### src/rtl/ec_hp_pkg.sv
package ec_hp_pkg;
  typedef enum logic [2:0] {
    SQ_IDLE,
    SQ_RD_ADDR,
    SQ_WR_ADDR,
    SQ_WR_DATA,
    SQ_RD_REQ,
    SQ_RD_WAIT,
    SQ_WR_REQ
  } seq_state_e;

  localparam logic [7:0] OP_READ      = 8'h80;
  localparam logic [7:0] OP_WRITE     = 8'h81;
  localparam logic [7:0] OP_BURST_ON  = 8'h82;
  localparam logic [7:0] OP_BURST_OFF = 8'h83;
  localparam logic [7:0] OP_QUERY     = 8'h84;
endpackage

### src/rtl/ec_hp_inbuf.sv
module ec_hp_inbuf #(
  parameter int LATENCY = 4,
  parameter int DW      = 8
) (
  input  logic          clk,
  input  logic          rst_n,
  input  logic          wr_en,
  input  logic          wr_is_cmd,
  input  logic [DW-1:0] wr_data,
  input  logic          release_i,
  output logic          ibf,
  output logic          is_cmd,
  output logic          byte_valid,
  output logic [DW-1:0] byte_q
);
  localparam int CNT_W = (LATENCY > 1) ? $clog2(LATENCY) : 1;
  localparam logic [CNT_W-1:0] CNT_LOAD = CNT_W'(LATENCY - 1);

  logic [CNT_W-1:0] cnt;

  always_ff @(posedge clk) begin
    if (!rst_n) begin
      ibf    <= 1'b0;
      cnt    <= '0;
      is_cmd <= 1'b0;
      byte_q <= '0;
    end else if (wr_en && !ibf) begin
      ibf    <= 1'b1;
      cnt    <= CNT_LOAD;
      is_cmd <= wr_is_cmd;
      byte_q <= wr_data;
    end else if (release_i) begin
      ibf <= 1'b0;
    end else if (ibf && cnt != '0) begin
      cnt <= cnt - 1'b1;
    end
  end

  assign byte_valid = ibf && (cnt == '0);

  a_r2_write_sets_ibf: assert property (@(posedge clk) disable iff (!rst_n)
    (wr_en && !ibf) |=> ibf);
  a_r3_busy_write_dropped: assert property (@(posedge clk) disable iff (!rst_n)
    (wr_en && ibf && !release_i) |=> ($stable(byte_q) && $stable(is_cmd)));
endmodule

### src/rtl/ec_hp_seq.sv
module ec_hp_seq
  import ec_hp_pkg::*;
#(
  parameter logic [7:0] BURST_ACK = 8'h90
) (
  input  logic       clk,
  input  logic       rst_n,
  input  logic       byte_valid,
  input  logic       is_cmd,
  input  logic [7:0] byte_q,
  input  logic       req_ready,
  input  logic       rsp_valid,
  input  logic [7:0] rsp_data,
  output logic       release_o,
  output logic       ob_load,
  output logic [7:0] ob_data,
  output logic       burst_mode,
  output logic       query_pulse,
  output logic       req_valid,
  output logic       req_write,
  output logic [7:0] req_addr,
  output logic [7:0] req_wdata
);
  seq_state_e st;

  always_comb begin
    release_o = 1'b0;
    ob_load   = 1'b0;
    ob_data   = rsp_data;
    case (st)
      SQ_RD_REQ: release_o = 1'b0;
      SQ_RD_WAIT: begin
        release_o = rsp_valid;
        ob_load   = rsp_valid;
      end
      SQ_WR_REQ: release_o = req_ready;
      default: begin
        if (byte_valid) begin
          if (is_cmd) begin
            release_o = 1'b1;
            if (byte_q == OP_BURST_ON) begin
              ob_load = 1'b1;
              ob_data = BURST_ACK;
            end else if (byte_q == OP_QUERY) begin
              ob_load = 1'b1;
              ob_data = 8'h00;
            end
          end else begin
            release_o = (st != SQ_RD_ADDR) && (st != SQ_WR_DATA);
          end
        end
      end
    endcase
  end

  always_ff @(posedge clk) begin
    if (!rst_n) begin
      st          <= SQ_IDLE;
      req_valid   <= 1'b0;
      req_write   <= 1'b0;
      req_addr    <= '0;
      req_wdata   <= '0;
      burst_mode  <= 1'b0;
      query_pulse <= 1'b0;
    end else begin
      query_pulse <= 1'b0;
      case (st)
        SQ_RD_REQ: if (req_ready) begin
          req_valid <= 1'b0;
          st        <= SQ_RD_WAIT;
        end
        SQ_RD_WAIT: if (rsp_valid) st <= SQ_IDLE;
        SQ_WR_REQ: if (req_ready) begin
          req_valid <= 1'b0;
          st        <= SQ_IDLE;
        end
        default: begin
          if (byte_valid) begin
            if (is_cmd) begin
              case (byte_q)
                OP_READ:      st <= SQ_RD_ADDR;
                OP_WRITE:     st <= SQ_WR_ADDR;
                OP_BURST_ON:  begin burst_mode <= 1'b1; st <= SQ_IDLE; end
                OP_BURST_OFF: begin burst_mode <= 1'b0; st <= SQ_IDLE; end
                OP_QUERY:     begin query_pulse <= 1'b1; st <= SQ_IDLE; end
                default:      st <= SQ_IDLE;
              endcase
            end else begin
              case (st)
                SQ_RD_ADDR: begin
                  req_valid <= 1'b1;
                  req_write <= 1'b0;
                  req_addr  <= byte_q;
                  st        <= SQ_RD_REQ;
                end
                SQ_WR_ADDR: begin
                  req_addr <= byte_q;
                  st       <= SQ_WR_DATA;
                end
                SQ_WR_DATA: begin
                  req_valid <= 1'b1;
                  req_write <= 1'b1;
                  req_wdata <= byte_q;
                  st        <= SQ_WR_REQ;
                end
                default: st <= SQ_IDLE;
              endcase
            end
          end
        end
      endcase
    end
  end

  a_r6_request_held: assert property (@(posedge clk) disable iff (!rst_n)
    (req_valid && !req_ready) |=>
      (req_valid && $stable(req_addr) && $stable(req_write) && $stable(req_wdata)));
  a_r10_query_one_cycle: assert property (@(posedge clk) disable iff (!rst_n)
    query_pulse |=> !query_pulse);
  a_r11_idle_data_no_request: assert property (@(posedge clk) disable iff (!rst_n)
    (st == SQ_IDLE && byte_valid && !is_cmd) |=> !req_valid);
endmodule

### src/rtl/ec_hp_outbuf.sv
module ec_hp_outbuf #(
  parameter int DW = 8
) (
  input  logic          clk,
  input  logic          rst_n,
  input  logic          load,
  input  logic [DW-1:0] load_data,
  input  logic          host_take,
  output logic          obf,
  output logic [DW-1:0] obuf
);
  always_ff @(posedge clk) begin
    if (!rst_n) begin
      obf  <= 1'b0;
      obuf <= '0;
    end else if (load) begin
      obf  <= 1'b1;
      obuf <= load_data;
    end else if (host_take) begin
      obf <= 1'b0;
    end
  end

  a_r4_load_sets_obf: assert property (@(posedge clk) disable iff (!rst_n)
    load |=> (obf && obuf == $past(load_data)));
  a_r7_take_clears_obf: assert property (@(posedge clk) disable iff (!rst_n)
    (host_take && !load) |=> !obf);
endmodule

### src/rtl/ec_host_port.sv
module ec_host_port #(
  parameter int         HA_W      = 4,
  parameter int         LATENCY   = 4,
  parameter logic [7:0] BURST_ACK = 8'h90
) (
  input  logic            clk,
  input  logic            rst_n,
  input  logic [HA_W-1:0] host_addr,
  input  logic            host_rd,
  input  logic            host_wr,
  input  logic [7:0]      host_wdata,
  output logic [7:0]      host_rdata,
  output logic [7:0]      irq_ctrl,
  output logic            burst_mode,
  output logic            query_pulse,
  output logic            reg_req_valid,
  input  logic            reg_req_ready,
  output logic            reg_req_write,
  output logic [7:0]      reg_req_addr,
  output logic [7:0]      reg_req_wdata,
  input  logic            reg_rsp_valid,
  input  logic [7:0]      reg_rsp_rdata
);
  localparam int DW = 8;
  localparam logic [HA_W-1:0] OFS_DATA = HA_W'(4'h0);
  localparam logic [HA_W-1:0] OFS_CTRL = HA_W'(4'h4);
  localparam logic [HA_W-1:0] OFS_ICR  = HA_W'(4'h8);

  logic hit_data, hit_ctrl, hit_icr, port_wr;
  logic ibf, is_cmd, byte_valid, release_w;
  logic [DW-1:0] byte_q;
  logic ob_load, obf;
  logic [DW-1:0] ob_data, obuf;
  logic [DW-1:0] status;

  assign hit_data = (host_addr == OFS_DATA);
  assign hit_ctrl = (host_addr == OFS_CTRL);
  assign hit_icr  = (host_addr == OFS_ICR);
  assign port_wr  = host_wr && (hit_data || hit_ctrl);

  ec_hp_inbuf #(.LATENCY(LATENCY), .DW(DW)) u_inbuf (
    .clk(clk), .rst_n(rst_n), .wr_en(port_wr), .wr_is_cmd(hit_ctrl),
    .wr_data(host_wdata), .release_i(release_w), .ibf(ibf), .is_cmd(is_cmd),
    .byte_valid(byte_valid), .byte_q(byte_q)
  );

  ec_hp_seq #(.BURST_ACK(BURST_ACK)) u_seq (
    .clk(clk), .rst_n(rst_n), .byte_valid(byte_valid), .is_cmd(is_cmd),
    .byte_q(byte_q), .req_ready(reg_req_ready), .rsp_valid(reg_rsp_valid),
    .rsp_data(reg_rsp_rdata), .release_o(release_w), .ob_load(ob_load),
    .ob_data(ob_data), .burst_mode(burst_mode), .query_pulse(query_pulse),
    .req_valid(reg_req_valid), .req_write(reg_req_write),
    .req_addr(reg_req_addr), .req_wdata(reg_req_wdata)
  );

  ec_hp_outbuf #(.DW(DW)) u_outbuf (
    .clk(clk), .rst_n(rst_n), .load(ob_load), .load_data(ob_data),
    .host_take(host_rd && hit_data), .obf(obf), .obuf(obuf)
  );

  always_ff @(posedge clk) begin
    if (!rst_n)                irq_ctrl <= '0;
    else if (host_wr && hit_icr) irq_ctrl <= host_wdata;
  end

  assign status = {3'b000, burst_mode, is_cmd, 1'b0, ibf, obf};

  always_comb begin
    if (hit_data)      host_rdata = obuf;
    else if (hit_ctrl) host_rdata = status;
    else if (hit_icr)  host_rdata = irq_ctrl;
    else               host_rdata = '0;
  end

  a_r12_icr_no_ibf: assert property (@(posedge clk) disable iff (!rst_n)
    (host_wr && hit_icr && !ibf) |=> !ibf);
  a_r7_status_read_keeps_obf: assert property (@(posedge clk) disable iff (!rst_n)
    (host_rd && hit_ctrl && obf) |=> obf);
  a_r9_burst_follows_ack: assert property (@(posedge clk) disable iff (!rst_n)
    (byte_valid && is_cmd && byte_q == 8'h82 && !reg_req_valid) |=> burst_mode);
endmodule

### config.mk
export PLATFORM = sky130hd
export DESIGN_NAME = ec_host_port
export DESIGN_NICKNAME = d
export VERILOG_FILES = /design/src/rtl/ec_hp_pkg.sv /design/src/rtl/ec_hp_inbuf.sv /design/src/rtl/ec_hp_seq.sv /design/src/rtl/ec_hp_outbuf.sv /design/src/rtl/ec_host_port.sv
export SDC_FILE = /design/constraint.sdc
export NUM_CORES = 1
export LEC_CHECK = 0
export BUFFER_PORTS_ARGS = -buffer_cell sky130_fd_sc_hd__buf_2
export CAP_MARGIN = 20
export CORE_MARGIN = 5
export CORE_UTILIZATION = 48
export DETAILED_ROUTE_END_ITERATION = 6
export PLACE_DENSITY = 0.77
export RECOVER_POWER = 25
export REMOVE_ABC_BUFFERS = 1
export SLEW_MARGIN = 20
export SYNTH_ARGS = -nofsm -noshare
export SYNTH_HDL_FRONTEND = slang
export SYNTH_HIERARCHICAL = 1
export SYNTH_SLANG_ARGS = --single-unit
### constraint.sdc
create_clock -name clk -period 1.8 [get_ports clk]
set_clock_uncertainty 0.1 [all_clocks]
set_input_delay 0.36 -clock clk [delete_from_list [all_inputs] [get_ports clk]]
set_output_delay 0.36 -clock clk [all_outputs]
set_load 0.01 [all_outputs]
==> metrics.txt, run 1 <==
post-synthesis mux area share 0.150; Place WS -182 ps; I/O pins 62; footprint of the multi-input gates 1450 um^2; full die area 6840 um^2; core area just over 5000 um^2; worst vdd ir between 0.4 and 0.5 mV; crit end category register; Worst Max-Slew Pin Slew just under 600 ps; vias in the first global route 2199; RSZ-0062 raised after global routing true; Syn. warnings 6; simple-gate share of the synthesized area 0.274; worst hold-check path type input pin to register; die height 82.7 um; Final Setup Violations 14; all-layer global routing usage 0.198; Iteration-0 DRC Markers around 140; CTS Hold Bufs 0; I/O Buffers 61; category of the critical setup timing path register to register; Clock Sinks 52; Pwr Density 634 nW/um^2; CP Launch Type register; Slew headroom 0.610; sequential area share after synthesis 0.410; cell area after placement between 3000 and 4000 um^2; minimum clock period 1940 ps; Required @ worst endpoint around 1900 ps; EDFF count, synth 0; drt drc 0; Final Max Slew Viols 0; post-route setup slack -145 ps; XOR/XNOR Fraction of Synth Area 0.00690; leak pwr ~1.4 nW; post-synthesis cell type count 49; chip width just over 80 um; drt first pass iters 4; site row count 26; Final Hold Fails 0; mapped cell area 2540 um^2; Initial Util 0.497; GPL Wtd Cong 0.909; Overflow after GRT 0; CTS tree built; largest net degree at the start of global routing 30; adder-cell share of the synthesized area 0.00493; routed len/inst around 15 um; hold slack a little over 200 ps; Tcrit/Tclk final 1.08; Worst-Skew Late Latency 310 ps; Most used DFF post-synth dfxtp_1; crit-path max FO 6; failing checks setup timing; mean area per synthesized cell 9.00 um^2; setup tns final -1040 ps; MaxCap Viol Count 0; Max Buffers Root-to-Sink 2; largest family of logic cells by synthesized area simple AND/OR/NAND/NOR gates; Via Count about 2300; initial antenna violation count 0; Vias/cell 5.20; layout cells sized above 1 0.321; global-route wire length before repair approximately 10 mm; CP arrival 2050 ps; CTS root buf clkbuf_8; asr flop ratio synth 0; Storage cell area between 1000 and 1500 um^2; cts bufs inserted 5; dpl hpwl 4.75 mm; Syn Inst Count 282; Area Overhead vs Synth 27.9%; ANT nets after route 0; clock slew seen by the registers of the worst setup and hold paths roughly 100 ps; nets 390; design area 3250 um^2; total wire length approximately 6.5 mm; # fillers 442; outcome finished with violations; end-of-flow core utilization 0.636; Synth Area in Compound Gates 0.104; H-tree depth 2; # diodes 0; Max Freq 0.514 GHz; Seq cells post-synth between 50 and 60
## Yosys cell counts (all sizes together) (2+ instances only)
cell type	number	area, um^2
nor2	14	55.1
buf	9	75.1
nand3	4	25.0
clkbuf	8	30.0
dfxtp	52	1040
and3	2	12.5
mux2i	38	380
nand4	3	18.8
nand2b	3	18.8
nor4b	2	32.5
nand2	47	179
a21oi	17	85.1
nor2b	33	209
o21ai	9	45.0
inv	6	22.5
a211oi	2	15.0
or4	2	18.8
o22a	2	17.5
nand3b	2	15.0
a21boi	4	30.0
nor3	5	35.0
## placed cells by master, fill, tap and decap left out, drive strengths merged, types with 3 or more instances in the layout
cell / instances
clkbuf: 19
o21ai: 9
dfxtp: 52
a21oi: 17
nand4: 3
nor2: 14
nor2b: 33
nand3: 4
mux2i: 38
a21boi: 4
nand2: 47
nand2b: 3
nor3: 5
buf: 77
inv: 7
## kinds of logic after synthesis
group           count (synthesis)
xor+xnor                        2
mux                            38
flops                          52
buf+inv                        23
simple gates                  125
fa+ha+maj                       1
compound gates                 41
## area by class of cell
class | count | share of cell area
Sequential cell | 52 | 0.321
Inverter | 6 | 0.00693
Tap cell | 70 | 0.0270
Timing Repair Buffer | 91 | 0.169
Clock inverter | 3 | 0.00693
Clock buffer | 5 | 0.0212
Multi-Input combinational cell | 207 | 0.447
## layer usage
layer | global-route usage | vias to the layer above | wire (um)
li1 | - | 1122 | -
met1 | 0.240 | 1060 | 2810
met2 | 0.337 | 59 | 3260
met3 | 0.0401 | 15 | 243
met4 | 0.0866 | 0 | 174
met5 | 0 | - | 0
## registers in the layout, summed over array words and instances, names as in the netlist
signal and flops:
u_inbuf/ibf 1, u_seq/req_wdata 8, u_seq/req_addr 8, u_seq/req_valid 1, u_seq/req_write 1, irq_ctrl 8, u_seq/st 3, u_inbuf/cnt 2
u_inbuf/is_cmd 1, u_seq/burst_mode 1, u_outbuf/obf 1, u_outbuf/obuf 8, u_seq/query_pulse 1, u_inbuf/byte_q 8
## what timing repair did
item,CTS,global route
setup endpoints to repair,15,15
gates cloned,1,0
pin swaps,8,8
resized for setup,16,22
buffers inserted,3,3
## worst max-delay path: stages (launching register included)
cell	delay, ps
dfxtp_2	340
inv_2	60
ha_4	120
and2_4	150
and4bb_2	240
nand4_1	140
buf_4	200
nor2_4	70
buf_6	130
nor2b_1	50
mux2i_1	180
nor2b_1	70
## worst paths after layout
check	cells past startpoint	startpoint	slack (ps)	end
setup / recovery	11	u_inbuf/cnt[1]	-140	u_outbuf/obuf[0]
hold / removal	3	host_wdata[3]	200	u_inbuf/byte_q[3]
setup reg to reg	11	u_inbuf/cnt[1]	-140	u_outbuf/obuf[0]
hold reg to reg	2	u_seq/req_write	370	u_seq/req_write
## stage by stage
step | cells | power (mW)
CTS | 431 | 2.05
finish | 434 | 2.06
floorplan | 265 | 1.29
detailed placement | 419 | 1.38
global route | 434 | 2.14
global placement | 419 | 1.38
## power by group
part	total [mW]	switching, mW	internal, mW
Clock	0.678	0.399	0.279
Sequential	1.17	0.0126	1.16
Combinational	0.206	0.105	0.101
Note: power is estimated with default switching activity, not from simulation.
==> inputs of run 2 (changes only) <==
--- a/config.mk
+++ b/config.mk
@@ -8,9 +8,9 @@
 export BUFFER_PORTS_ARGS = -buffer_cell sky130_fd_sc_hd__buf_2
 export CAP_MARGIN = 20
 export CORE_MARGIN = 5
-export CORE_UTILIZATION = 48
+export CORE_UTILIZATION = 47
 export DETAILED_ROUTE_END_ITERATION = 6
-export PLACE_DENSITY = 0.77
+export PLACE_DENSITY = 0.75
 export RECOVER_POWER = 25
 export REMOVE_ABC_BUFFERS = 1
 export SLEW_MARGIN = 20
==> metrics.txt, run 2 (synthesized netlist as in run 1, its figures left out) <==
all-layer global routing usage 0.178 (was 0.198); Max Freq 0.510 GHz (was 0.514 GHz); failing checks setup timing (unchanged); cell area after placement 3000 um^2 (was 3010 um^2); dpl hpwl 4.54 mm (was 4.75 mm); largest net degree at the start of global routing 27 (was 30); GPL Wtd Cong 0.914 (was 0.909); setup tns final -1200 ps (was -1040 ps); outcome finished with violations (unchanged); Via Count 2244 (was 2256); Pwr Density 642 nW/um^2 (was 634 nW/um^2); H-tree depth 2 (unchanged); Tcrit/Tclk final 1.09 (was 1.08); final std cells w/o fill 434 (unchanged); Worst-Skew Late Latency 320 ps (was 310 ps); crit-path max FO 5 (was 6); global-route wire length before repair 10.2 mm (was 10.3 mm); most frequent cells in the layout dfxtp_1 (50), buf_2 (49), nand2_1 (46), mux2i_1 (36), nor2b_1 (30) (was dfxtp_1 (50), buf_2 (46), nand2_1 (45), mux2i_1 (37), nor2b_1 (32)); CTS Hold Bufs 0 (unchanged); ANT nets after route 0 (unchanged); Area Overhead vs Synth 28.7% (was 27.9%); CTS root buf clkbuf_8 (unchanged); minimum clock period 1960 ps (was 1940 ps); RSZ-0062 raised after global routing true (unchanged); CP Launch Type register (unchanged); I/O Buffers 61 (unchanged); Iteration-0 DRC Markers 104 (was 141); category of the critical setup timing path register to register (unchanged); end-of-flow core utilization 0.632 (was 0.636); nets 390 (unchanged); full die area 6970 um^2 (was 6840 um^2); Slew headroom 0.708 (was 0.610); worst hold-check path type input pin to register (unchanged); layout cells sized above 1 0.341 (was 0.321); I/O pins 62 (unchanged); MaxCap Viol Count 0 (unchanged); vias in the first global route 2240 (was 2199); # diodes 0 (unchanged); CP arrival 2090 ps (was 2050 ps); total wire length 6.32 mm (was 6.49 mm); Final Setup Violations 14 (unchanged); Required @ worst endpoint 1930 ps (was 1900 ps); Clock Sinks 52 (unchanged); Final Max Slew Viols 0 (unchanged); worst vdd ir 0.381 mV (was 0.441 mV); Max Buffers Root-to-Sink 2 (unchanged); design area 3270 um^2 (was 3250 um^2); Initial Util 0.491 (was 0.497); crit end category register (unchanged); leak pwr 1.40 nW (was 1.39 nW); site row count 26 (unchanged); chip width 83.5 um (was 82.7 um); post-route setup slack -160 ps (was -145 ps); clock slew seen by the registers of the worst setup and hold paths 110 ps (was 100 ps); Worst Max-Slew Pin Slew 435 ps (was 586 ps); CTS tree built (unchanged); Vias/cell 5.17 (was 5.20); DP Cell Count 418 (was 419); commonest non-fill, non-tap cell in the layout dfxtp_1 (unchanged); die height 83.5 um (was 82.7 um); drt first pass iters 4 (unchanged); drt drc 0 (unchanged); Final Hold Fails 0 (unchanged); initial antenna violation count 0 (unchanged); routed len/inst 14.6 um (was 14.9 um); cts bufs inserted 5 (unchanged); Overflow after GRT 0 (unchanged); core area 5170 um^2 (was 5110 um^2)
[run 2: routing by layer]
metal | GRT usage | vias to the layer above | wire [um]
li1 | - | 1126 | -
met4 | 0.0673 | 0 | 119
met1 | 0.214 | 1055 | 2680
met2 | 0.304 | 51 | 3250
met3 | 0.0494 | 12 | 270
met5 | 0 | - | 0
[run 2: area by class of cell]
cell class / count / area (um^2)
Fill cell: 443 / 1900
Clock inverter: 3 / 28.8
Multi-Input combinational cell: 207 / 1460
Sequential cell: 52 / 1040
Timing Repair Buffer: 91 / 556
Clock buffer: 5 / 68.8
Inverter: 6 / 22.5
Tap cell: 70 / 87.6
[run 2: stage by stage]
stage               power [mW]  setup WS, ps  hold slack [ps]
detailed placement        1.38          -215              359
global placement          1.38          -104              350
floorplan                 1.29          -866              343
global route              2.21          -261              176
CTS                       2.11          -108              184
finish                    2.10          -160              190
[run 2: worst paths after layout]
path | cells after the start | startpoint | slack, ps | to
worst max register to register | 10 | u_inbuf/cnt[1] | -160 | u_inbuf/cnt[1]
worst min-delay path | 3 | host_wdata[6] | 190 | u_inbuf/byte_q[6]
worst max-delay path | 10 | u_inbuf/cnt[1] | -160 | u_inbuf/cnt[1]
worst min register to register | 2 | u_seq/req_write | 370 | u_seq/req_write
[run 2: worst max-delay path: stages, from the launching register on]
cell	delay, ps
dfxtp_2	360
inv_2	50
ha_4	150
and2_4	130
buf_4	140
mux2i_1	130
o211a_1	190
a21oi_2	60
nor3b_4	310
nor3_2	100
a211oi_2	180
[run 2: power breakdown]
part           leakage [nW]  internal, mW  switching, mW
combinational         0.933         0.105          0.103
sequential            0.420          1.16         0.0126
clock                0.0511         0.294          0.422
[run 2: what timing repair did]
item	in CTS	in global routing
gates resized for setup	22	18
buffers inserted	2	5
gates cloned	1	0
endpoints found under the setup margin	15	17
pin swaps	11	8
==> inputs of run 3 (changes only) <==
--- a/config.mk
+++ b/config.mk
@@ -10,6 +10,7 @@
 export CORE_MARGIN = 5
 export CORE_UTILIZATION = 47
 export DETAILED_ROUTE_END_ITERATION = 6
+export GPL_TIMING_DRIVEN = 0
 export PLACE_DENSITY = 0.75
 export RECOVER_POWER = 25
 export REMOVE_ABC_BUFFERS = 1
==> metrics.txt, run 3 (synthesized netlist as in run 1, its figures left out) <==
outcome finished with violations (unchanged); failing checks setup timing (unchanged); I/O pins 62 (unchanged); CTS tree built (unchanged); Final Power 2.07 mW (was 2.10 mW); routed len/inst 14.4 um (was 14.6 um); initial antenna violation count 0 (unchanged); Area Overhead vs Synth 23.7% (was 28.7%); drt first pass iters 4 (unchanged); Required @ worst endpoint 1890 ps (was 1930 ps); most frequent cells in the layout dfxtp_1 (50), nand2_1 (46), buf_2 (41), mux2i_1 (37), nor2b_1 (32) (was dfxtp_1 (50), buf_2 (49), nand2_1 (46), mux2i_1 (36), nor2b_1 (30)); CTS root buf clkbuf_8 (unchanged); cts bufs inserted 5 (unchanged); crit path launch u_inbuf/cnt[1] (unchanged); Final Setup Violations 14 (unchanged); Initial Util 0.491 (unchanged); sequential share of power 0.569 (was 0.560); category of the critical setup timing path register to register (unchanged); layout cells sized above 1 0.270 (was 0.341); Slew headroom 0.501 (was 0.708); Clock Sinks 52 (unchanged); largest net degree at the start of global routing 51 (was 27); global-route wire length before repair 9.70 mm (was 10.2 mm); Via Count 2193 (was 2244); drt drc 0 (unchanged); MaxCap Viol Count 0 (unchanged); crit-path max FO 7 (was 5); commonest non-fill, non-tap cell in the layout dfxtp_1 (unchanged); Worst Max-Slew Pin Slew 748 ps (was 435 ps); Overflow after GRT 0 (unchanged); Tcrit/Tclk final 1.09 (about the same); cells on worst reg2reg path 9 (was 10); Final Hold Fails 0 (unchanged); crit path capture u_outbuf/obuf[1] (was u_inbuf/cnt[1]); I/O Buffers 61 (unchanged); Iteration-0 DRC Markers 110 (was 104); CP Launch Type register (unchanged); RR Endpoint u_outbuf/obuf[1] (was u_inbuf/cnt[1]); all-layer global routing usage 0.167 (was 0.178); minimum clock period 1960 ps (about the same); Vias/cell 5.25 (was 5.17); full die area 6970 um^2 (unchanged); Max Freq 0.510 GHz (about the same); R2R setup slack -160 ps (about the same); crit end category register (unchanged); Pint 1.60 mW (was 1.56 mW); Pwr Density 660 nW/um^2 (was 642 nW/um^2); Sw Ratio 0.226 (was 0.256); nets 375 (was 390); worst vdd ir 0.384 mV (was 0.381 mV); post-route setup slack -160 ps (about the same); chip width 83.5 um (unchanged); RSZ-0062 raised after global routing true (unchanged); H-tree depth 2 (unchanged); Hold Path Origin host_wdata[4] (was host_wdata[6]); Clk pwr share 0.335 (was 0.341); total wire length 6.01 mm (was 6.32 mm); vias in the first global route 2112 (was 2240); # diodes 0 (unchanged); dpl hpwl 4.21 mm (was 4.54 mm); r2r startpoint u_inbuf/cnt[1] (unchanged); core area 5170 um^2 (unchanged); hold slack 211 ps (was 190 ps); Max Buffers Root-to-Sink 2 (unchanged); CTS Hold Bufs 0 (unchanged); die height 83.5 um (unchanged); Psw 0.469 mW (was 0.537 mW); site row count 26 (unchanged); worst hold-check path type input pin to register (unchanged); Worst-Skew Late Latency 300 ps (was 320 ps); combinational power share 0.095 (was 0.099); ANT nets after route 0 (unchanged); leak pwr 1.29 nW (was 1.40 nW); GPL Wtd Cong 0.844 (was 0.914); CP arrival 2050 ps (was 2090 ps); Final Max Slew Viols 0 (unchanged); clock slew seen by the registers of the worst setup and hold paths 90 ps (was 110 ps)
[run 3: cell types whose count changed in the layout (fill, tap and decap cells not counted), sizes merged]
cell	change
buf	-21
clkbuf	+8
inv	-3
[run 3: stage by stage]
| step | setup slack [ps] | instances | area, um^2 | util | setup TNS, ps |
|---|---|---|---|---|---|
| 2_1_floorplan | -866 | 265 | 2430 | - | -7770 |
| 6_report | -160 | 418 | 3140 | 0.607 | -1130 |
| 5_1_grt | -274 | 418 | 3140 | 0.607 | -2600 |
| 3_3_place_gp | -1460 | 396 | 2830 | 0.546 | -15660 |
| 4_1_cts | -195 | 413 | 3060 | 0.592 | -1440 |
| 3_5_place_dp | -687 | 397 | 2830 | 0.548 | -8930 |
[run 3: final cells by class]
class | instances | area [um^2]
Timing Repair Buffer | 76 | 448
Clock buffer | 7 | 96.3
Multi-Input combinational cell | 207 | 1440
Tap cell | 70 | 87.6
Sequential cell | 52 | 1040
Inverter | 6 | 22.5
Fill cell | 475 | 2030
[run 3: repair_timing]
action                                  CTS  global route
hold endpoints to repair                  0             0
endpoints found under the setup margin   25            16
buffers inserted                          9             5
gates resized for setup                  18            16
pin swaps                                 8             7
[run 3: worst min-delay path by stage]
stage / depth (start not counted) / to / slack, ps
6_report: 3 / u_inbuf/byte_q[4] / 210
3_3_place_gp: 2 / u_seq/req_write / 350
4_1_cts: 3 / u_inbuf/byte_q[2] / 200
2_1_floorplan: 1 / u_inbuf/cnt[0] / 340
3_5_place_dp: 2 / u_seq/req_write / 360
5_1_grt: 3 / u_inbuf/byte_q[5] / 210
[run 3: routing by layer]
layer | GRT usage | part of all wire | vias to the layer above
met4 | 0.0526 | 0.014 | 0
met1 | 0.203 | 0.45 | 1036
li1 | - | - | 1095
met2 | 0.292 | 0.49 | 52
met3 | 0.0405 | 0.044 | 10
met5 | 0 | 0 | -
[run 3: power by group through the flow]
stage	clock (mW)	combinational, mW	sequential, mW
2_1_floorplan	0	0.0849	1.20
3_3_place_gp	0	0.155	1.21
3_5_place_dp	0	0.159	1.21
4_1_cts	0.713	0.183	1.18
5_1_grt	0.756	0.217	1.18
6_report	0.695	0.198	1.18
[run 3: worst max-delay path, cell delays in order (launching register included)]
cell and delay, ps:
dfxtp_2 330, inv_2 60, ha_4 120, and2_4 150, and4bb_2 240, nand4_1 160
o21ai_2 210, buf_6 180, mux2i_1 240, nor2b_1 70
